===== src/rtl/uart_dmareq_pkg.sv =====
package uart_dmareq_pkg;

    typedef enum logic {
        POLICY_SINGLE = 1'b0,
        POLICY_BLOCK  = 1'b1
    } req_policy_e;

    // Events presented to a request state bit in one cycle
    typedef struct packed {
        logic flush;   // FIFO reset: back to idle
        logic drain;   // FIFO empty
        logic arm;     // set condition of block policy
    } req_evt_t;

    // Trigger level in characters for a select code
    function automatic int rx_trigger_level(input logic wide, input logic [1:0] sel);
        int lvl;
        unique case (sel)
            2'b00:   lvl = 1;
            2'b01:   lvl = wide ? 16 : 4;
            2'b10:   lvl = wide ? 32 : 8;
            default: lvl = wide ? 56 : 14;
        endcase
        return lvl;
    endfunction

endpackage


===== src/rtl/dmareq_policy.sv =====
module dmareq_policy
    import uart_dmareq_pkg::*;
#(
    parameter int CW = 7
) (
    input  logic          fifo_en,
    input  logic          dma_sel,
    input  logic          wide_fifo,
    input  logic [1:0]    trig_sel,
    output req_policy_e   policy,
    output logic [CW-1:0] trig_lvl
);
    // Block policy only when FIFOs are on and block select is set
    always_comb begin
        policy   = (fifo_en && dma_sel) ? POLICY_BLOCK : POLICY_SINGLE;
        trig_lvl = CW'(rx_trigger_level(wide_fifo, trig_sel));
    end

    always_comb begin
        a_r4_block_needs_both: assert (policy != POLICY_BLOCK || (fifo_en && dma_sel));
        a_r10_level_nonzero:   assert (trig_lvl != '0);
    end
endmodule


===== src/rtl/dmareq_tx_track.sv =====
module dmareq_tx_track
    import uart_dmareq_pkg::*;
#(
    parameter int CW = 7
) (
    input  logic          clk,
    input  logic          rst,
    input  req_policy_e   policy,
    input  logic [CW-1:0] tx_count,
    input  logic          tx_full,
    input  logic          tx_flush,
    output logic          tx_req_n
);
    req_evt_t ev;
    logic     nxt;

    always_comb begin
        ev.flush = tx_flush;
        ev.drain = (tx_count == '0);
        ev.arm   = tx_full;
        if (ev.flush || ev.drain)
            nxt = 1'b0;
        else if (policy == POLICY_SINGLE)
            nxt = 1'b1;
        else if (ev.arm)
            nxt = 1'b1;
        else
            nxt = tx_req_n;
    end

    always_ff @(posedge clk) begin
        if (rst) tx_req_n <= 1'b0;
        else     tx_req_n <= nxt;
    end

    a_r11_tx_flush: assert property (@(posedge clk) disable iff (rst)
        tx_flush |=> !tx_req_n);
    a_r5_tx_full_sets: assert property (@(posedge clk) disable iff (rst)
        (policy == POLICY_BLOCK && tx_full && tx_count != '0 && !tx_flush) |=> tx_req_n);
    a_r6_tx_no_early_set: assert property (@(posedge clk) disable iff (rst)
        (policy == POLICY_BLOCK && !tx_req_n && !tx_full) |=> !tx_req_n);
    a_r2_tx_single: assert property (@(posedge clk) disable iff (rst)
        (policy == POLICY_SINGLE && tx_count != '0 && !tx_flush) |=> tx_req_n);
endmodule


===== src/rtl/dmareq_rx_track.sv =====
module dmareq_rx_track
    import uart_dmareq_pkg::*;
#(
    parameter int CW = 7
) (
    input  logic          clk,
    input  logic          rst,
    input  req_policy_e   policy,
    input  logic [CW-1:0] trig_lvl,
    input  logic [CW-1:0] rx_count,
    input  logic          rx_timeout,
    input  logic          rx_flush,
    output logic          rx_req_n
);
    req_evt_t ev;
    logic     nxt;

    always_comb begin
        ev.flush = rx_flush;
        ev.drain = (rx_count == '0);
        ev.arm   = (rx_count >= trig_lvl) || rx_timeout;
        if (ev.flush || ev.drain)
            nxt = 1'b1;
        else if (policy == POLICY_SINGLE)
            nxt = 1'b0;
        else if (ev.arm)
            nxt = 1'b0;
        else
            nxt = rx_req_n;
    end

    always_ff @(posedge clk) begin
        if (rst) rx_req_n <= 1'b1;
        else     rx_req_n <= nxt;
    end

    a_r11_rx_flush: assert property (@(posedge clk) disable iff (rst)
        rx_flush |=> rx_req_n);
    a_r9_rx_hold: assert property (@(posedge clk) disable iff (rst)
        (policy == POLICY_BLOCK && !rx_req_n && rx_count != '0 && !rx_flush) |=> !rx_req_n);
    a_r7_rx_trigger: assert property (@(posedge clk) disable iff (rst)
        (policy == POLICY_BLOCK && rx_count >= trig_lvl && rx_count != '0 && !rx_flush)
        |=> !rx_req_n);
    a_r8_rx_timeout: assert property (@(posedge clk) disable iff (rst)
        (policy == POLICY_BLOCK && rx_timeout && rx_count != '0 && !rx_flush) |=> !rx_req_n);
    a_r3_rx_single: assert property (@(posedge clk) disable iff (rst)
        (policy == POLICY_SINGLE && rx_count != '0 && !rx_flush) |=> !rx_req_n);
endmodule


===== src/rtl/uart_dma_ready.sv =====
module uart_dma_ready
    import uart_dmareq_pkg::*;
#(
    parameter  int DEPTH = 64,
    localparam int CW    = $clog2(DEPTH + 1)
) (
    input  logic          clk,
    input  logic          rst,
    input  logic          fifo_en,
    input  logic          dma_sel,
    input  logic          wide_fifo,
    input  logic [1:0]    trig_sel,
    input  logic [CW-1:0] tx_count,
    input  logic          tx_full,
    input  logic [CW-1:0] rx_count,
    input  logic          rx_timeout,
    input  logic          tx_flush,
    input  logic          rx_flush,
    output logic          tx_req_n,
    output logic          rx_req_n
);
    req_policy_e   policy;
    logic [CW-1:0] trig_lvl;

    dmareq_policy #(.CW(CW)) u_policy (
        .fifo_en   (fifo_en),
        .dma_sel   (dma_sel),
        .wide_fifo (wide_fifo),
        .trig_sel  (trig_sel),
        .policy    (policy),
        .trig_lvl  (trig_lvl)
    );

    dmareq_tx_track #(.CW(CW)) u_tx (
        .clk      (clk),
        .rst      (rst),
        .policy   (policy),
        .tx_count (tx_count),
        .tx_full  (tx_full),
        .tx_flush (tx_flush),
        .tx_req_n (tx_req_n)
    );

    dmareq_rx_track #(.CW(CW)) u_rx (
        .clk        (clk),
        .rst        (rst),
        .policy     (policy),
        .trig_lvl   (trig_lvl),
        .rx_count   (rx_count),
        .rx_timeout (rx_timeout),
        .rx_flush   (rx_flush),
        .rx_req_n   (rx_req_n)
    );

    a_r1_reset_idle: assert property (@(posedge clk)
        rst |=> (!tx_req_n && rx_req_n));
endmodule


===== config.mk =====
export PLATFORM = sky130hd
export DESIGN_NAME = uart_dma_ready
export DESIGN_NICKNAME = d
export VERILOG_FILES = /design/src/rtl/uart_dmareq_pkg.sv /design/src/rtl/dmareq_policy.sv /design/src/rtl/dmareq_tx_track.sv /design/src/rtl/dmareq_rx_track.sv /design/src/rtl/uart_dma_ready.sv
export SDC_FILE = /design/constraint.sdc
export NUM_CORES = 1
export LEC_CHECK = 0
export BUFFER_PORTS_ARGS = -buffer_cell sky130_fd_sc_hd__clkbuf_2
export CAP_MARGIN = 10
export CORE_AREA = 2 2 39 41
export CTS_CLUSTER_SIZE = 10
export DETAILED_ROUTE_END_ITERATION = 6
export DIE_AREA = 0 0 41 43
export MAX_ROUTING_LAYER = met4
export SLEW_MARGIN = 40
export SYNTH_ARGS = -nofsm -noshare
export SYNTH_HDL_FRONTEND = slang
export SYNTH_HIERARCHICAL = 1
export SYNTH_SLANG_ARGS = --single-unit

===== constraint.sdc =====
create_clock -name clk -period 1 [get_ports clk]
set_input_delay 0.1 -clock clk [delete_from_list [all_inputs] [get_ports clk]]
set_output_delay 0.1 -clock clk [all_outputs]
set_load 0.005 [all_outputs]

# After elaboration in Yosys (flattened, before gate mapping)
# Cells that the tools add are included.
# word_totals
regBits,2
input_bits,25
output_inout_bits,2
wordCells,25
# op_classes
magnitude_cmp,1
n_eq_ne,4
muxes,9
n_reduce_logical,9
# ops
op,count
$pmux W7 S3,1
$logic_not A7 Y1,2
$mux W6,2
$ge A7 B7 Y1,1
$mux W1,5
$mux W5,1
$ne A2 B2 Y1 const B,2
$reduce_or A2 Y1,2
$logic_or A1 B1 Y1,3
$eq A2 B1 Y1 const B,1
$eq A2 B2 Y1 const B,1
$logic_not A2 Y1,1
$logic_and A1 B1 Y1,1

# Longest topological paths before layout
# logic_depth
ltp_word,6
depth_mapped,7
depth_no_buf,7

# Cells and area by module
# The synthesis kept the hierarchy.
# modules_own_cells
module,n_inst,cells_each,area_each_um2,seq_area_each_um2
dmareq_rx_track,1,28,225.2,20.0
dmareq_policy,1,10,65.1,0.0
dmareq_tx_track,1,5,46.3,20.0

# Worst setup path after synthesis
# No wires, ideal clock.
# synth_path
kind,input -> register
from,in wide_fifo
to,reg u_rx.rx_req_n
setup_time_ns,0.101
t_arrival_ns,0.948
t_required_ns,0.899
setup_slack_ns,-0.049
path_stages,6
path_buffers,0
path_cell_list,and2_1 inv_1 ha_1 a21oi_1 nor2b_1 o41ai_1
# synth_via
elab_chain_len,5
word_cells_on_any_way,7
cone_classes,order compare: 1; eq/ne: 1; mux: 4; reduce/logical: 1
# synth_lines
item,line,source
from (decl),uart_dma_ready.sv:11,"input logic wide_fifo,"
$mux W6 (tied with other cells),uart_dmareq_pkg.sv:22,default: lvl = wide ? 56 : 14;
$pmux W7 S3 (*),uart_dmareq_pkg.sv:18,unique case (sel)
$ge A7 B7 Y1 (*),dmareq_rx_track.sv:21,ev.arm = (rx_count >= trig_lvl) || rx_timeout;
$logic_or A1 B1 Y1 (*),dmareq_rx_track.sv:21,
$ne A2 B2 Y1 (no line) (*),n/a,
to (signal assigned),dmareq_rx_track.sv:34,else rx_req_n <= nxt;
to (decl),dmareq_rx_track.sv:13,output logic rx_req_n
# Mark *: on every way between the ends. The rest lies on a longest branch, timed or not.
# A chain may end at the register's enable or synchronous reset.

# Worst setup path after layout
# layout_path
from,in trig_sel[0]
to,reg u_rx.rx_req_n
# layout_via
elab_chain_len,5
word_cells_on_any_way,7
cone_classes,order compare: 1; eq/ne: 3; mux: 1; reduce/logical: 2
# layout_lines
item,line,source
from (decl),uart_dma_ready.sv:12,"input logic [1:0] trig_sel,"
$eq A2 B2 Y1 (tied with other cells),uart_dmareq_pkg.sv:18,
$pmux W7 S3 (*),uart_dmareq_pkg.sv:18,
named net trig_lvl[2],uart_dma_ready.sv:23,logic [CW-1:0] trig_lvl;
$ge A7 B7 Y1 (*),dmareq_rx_track.sv:21,
$logic_or A1 B1 Y1 (*),dmareq_rx_track.sv:21,
$ne A2 B2 Y1 (no line) (*),n/a,
# The timed path passes the listed nets; every way through them passes the cells marked *.

==> summary.md <==
| Metric | Value |
|---|---|
| DP Wirelength | `684 um` |
| DRC violations left | `0` |
| Placer Congestion | `0.736` |
| Startpoint of the worst hold path | `tx_flush` |
| Max VDD drop | `0.000259 V` |
| Leak | `0.293 nW` |
| Number of synthesized register bits | `2` |
| Largest net degree at the start of global routing | `5` |
| GRT overflow | `0` |
| Required time worst endpoint | `1.12 ns` |
| Vias per inst | `4.47` |
| Tmin final | `0.974 ns` |
| P_sw | `0.126 mW` |
| Fmax | `1030 MHz` |
| Reg2reg start | `u_rx/rx_req_n` |
| Core area | `1380 sq um` |
| Non-filler cells, final | `90` |
| Placed insts | `87` |
| Multi-input logic area | `325 sq um` |
| GR Util met2 | `16.9%` |
| Syn_area_per_cell | `7.83 sq um` |
| Cell Rows | `14` |
| Final hold vios | `0` |
| GR peak layer | `met2` |
| Fin util | `43.9%` |
| Post-DP Area | `502 sq um` |
| Nets | `108` |
| Initial antenna violation count | `0` |
| Power per standard cell area | `742 nW/um^2` |
| Initial DRC Count | `4` |
| Synth area leaders | `ha_1, dfxtp_1, inv_1` |
| Vias | `402` |
| GR Util met1 | `8.89%` |
| Yosys top cell by area | `ha_1` |
| Commonest non-fill, non-tap cell in the layout | `clkbuf_2` |
| Worst Setup SP | `trig_sel[0]` |
| N_diodes | `0` |
| Pre-antenna DRT Iters | `2` |
| Fraction of layout cells with a size suffix above 1 | `62.2%` |
| Post-Synthesis Cells | `43` |
| Vias in the first global route | `322` |
| Met3 Usage GRT | `1.57%` |
| Htree depth | `1` |
| Combinational fraction of design power | `41.4%` |
| Most frequent cells in the layout | `clkbuf_2, inv_1, ha_1, and2_1` |
| Clk Latency, worst-skew pair | `0.22 ns` |
| Max-cap violation count | `0` |
| Starting Density | `24.3%` |
| Hold buffer count at CTS | `0` |
| Hold_ws | `0.0550 ns` |
| IO Port Bufs | `26` |
| Die span in y | `43 um` |
| Status | `finished clean` |
| Synth cell types | `20` |
| Primary FF master, synth | `dfxtp_1` |
| Share of the synthesized area in the top cell type | `26.0%` |
| Synth Net Count | `75` |
| Num CTS Buffers | `3` |
| All-Layer GR Usage | `9.02%` |
| WS Path Type | `in -> reg` |
| Skew final | `0 ns` |
| Fill count | `144` |
| CTS clk-pin slew, worst paths | `0.03 ns` |
| Synth async-reset ratio | `0%` |
| Max Slew Vio Count | `0` |
| Worst-case clock buffer depth | `2` |
| WP data arrival | `1.09 ns` |
| Crit path launch type | `input pin` |
| Worst hold path type | `in -> reg` |
| Io pins | `27` |
| Remaining antenna violation count | `0` |
| Setup violators final | `0` |
| Sinks on Clock Net | `2` |
| First-pass GRT wire length | `1080 um` |
| CP Capture Type | `flop` |
| Design area | `608 sq um` |
| Sw Ratio | `27.9%` |
| Syn-to-layout area delta | `80.7%` |
| EDFF count, synth | `0` |
| Die width | `41 um` |
| Detailed-route wire length per cell | `10.1 um` |
| Register area | `40.0 sq um` |
| Sequential cell area fraction in the yosys report | `11.9%` |
| Total Wirelength | `911 um` |
| Pint | `0.325 mW` |
| Yosys warnings | `6` |
| Sequential Power Share | `19.5%` |
| CTS tree | `done` |
| Clock root cell | `clkbuf_4` |
| Worst-path fanout max | `4` |
| Final Cycle Share | `97.4%` |
| DIE AREA | `1760 sq um` |
| Cell area after synthesis | `337 sq um` |
| Clock group share of total power | `39.1%` |
what timing repair did:
action / in CTS / in global routing
buffers inserted: 0 / 0
pin swaps: 1 / 1
gates resized for setup: 6 / 9
setup endpoints to repair: 1 / 2
state kept, by name (all words and copies together) (netlist names):
register       flops
u_rx/rx_req_n      1
u_tx/tx_req_n      1
critical path, cell delays in order:
cell	delay, ns
clkbuf_8	0.10
nor2b_4	0.13
and2_1	0.12
inv_1	0.04
ha_1	0.27
nand3_2	0.07
a21oi_2	0.05
o41ai_2	0.20
path summary, 6_finish.rpt:
path / endpoint / depth (start not counted) / slack, ns
worst max-delay path: u_rx/rx_req_n / 8 / 0.03
worst min-delay path: u_tx/tx_req_n / 2 / 0.06
worst max register to register: u_rx/rx_req_n / 4 / 0.06
worst min register to register: u_tx/tx_req_n / 2 / 0.53
logic make-up (layout without fill, tap and decap cells):
logic type,Yosys count,in the layout,share of synthesized area (%)
DFF,2,2,11.9
and+or+nand+nor,18,18,37.9
AOI/OAI and AO/OA,6,6,11.9
other,1,1,1.11
buffers and inverters,9,40,11.2
adders and majority gates,7,7,26.0
Yosys cell counts, types with 2 or more instances:
cell type / number
a21oi_1: 3
and2_1: 4
nand3_1: 2
inv_1: 8
ha_1: 7
dfxtp_1: 2
nor2_1: 3
nor4_1: 2
routing by layer:
metal,up-vias,part of all wire [%]
li1,212,-
met1,170,39
met2,20,50
met3,0,10
met4,0,0
met5,-,0
stage by stage:
step           power, mW  setup TNS [ns]  setup slack, ns
2_1_floorplan      0.155         -0.0316          -0.0316
3_3_place_gp       0.228          -0.340           -0.219
3_5_place_dp       0.231          -0.389           -0.255
4_1_cts            0.430               0          0.00704
5_1_grt            0.487         -0.0245          -0.0245
6_report           0.451               0           0.0261
final cells by class:
type	count	share of cell area [%]
multi-input cells	32	53.5
repair buffers	29	28.0
flip-flops and latches	2	6.58
inverters	8	4.94
clock buffers	3	3.70
well taps	16	3.29
power groups by stage:
| stage | combinational, mW | sequential (mW) | clock (mW) |
|---|---|---|---|
| floorplan | 0.0661 | 0.0892 | 0 |
| finish | 0.187 | 0.0878 | 0.176 |
| global route | 0.210 | 0.0889 | 0.188 |
| global placement | 0.140 | 0.0885 | 0 |
| CTS | 0.159 | 0.0880 | 0.183 |
| detailed placement | 0.142 | 0.0889 | 0 |
(Power assumes the default switching activity.)
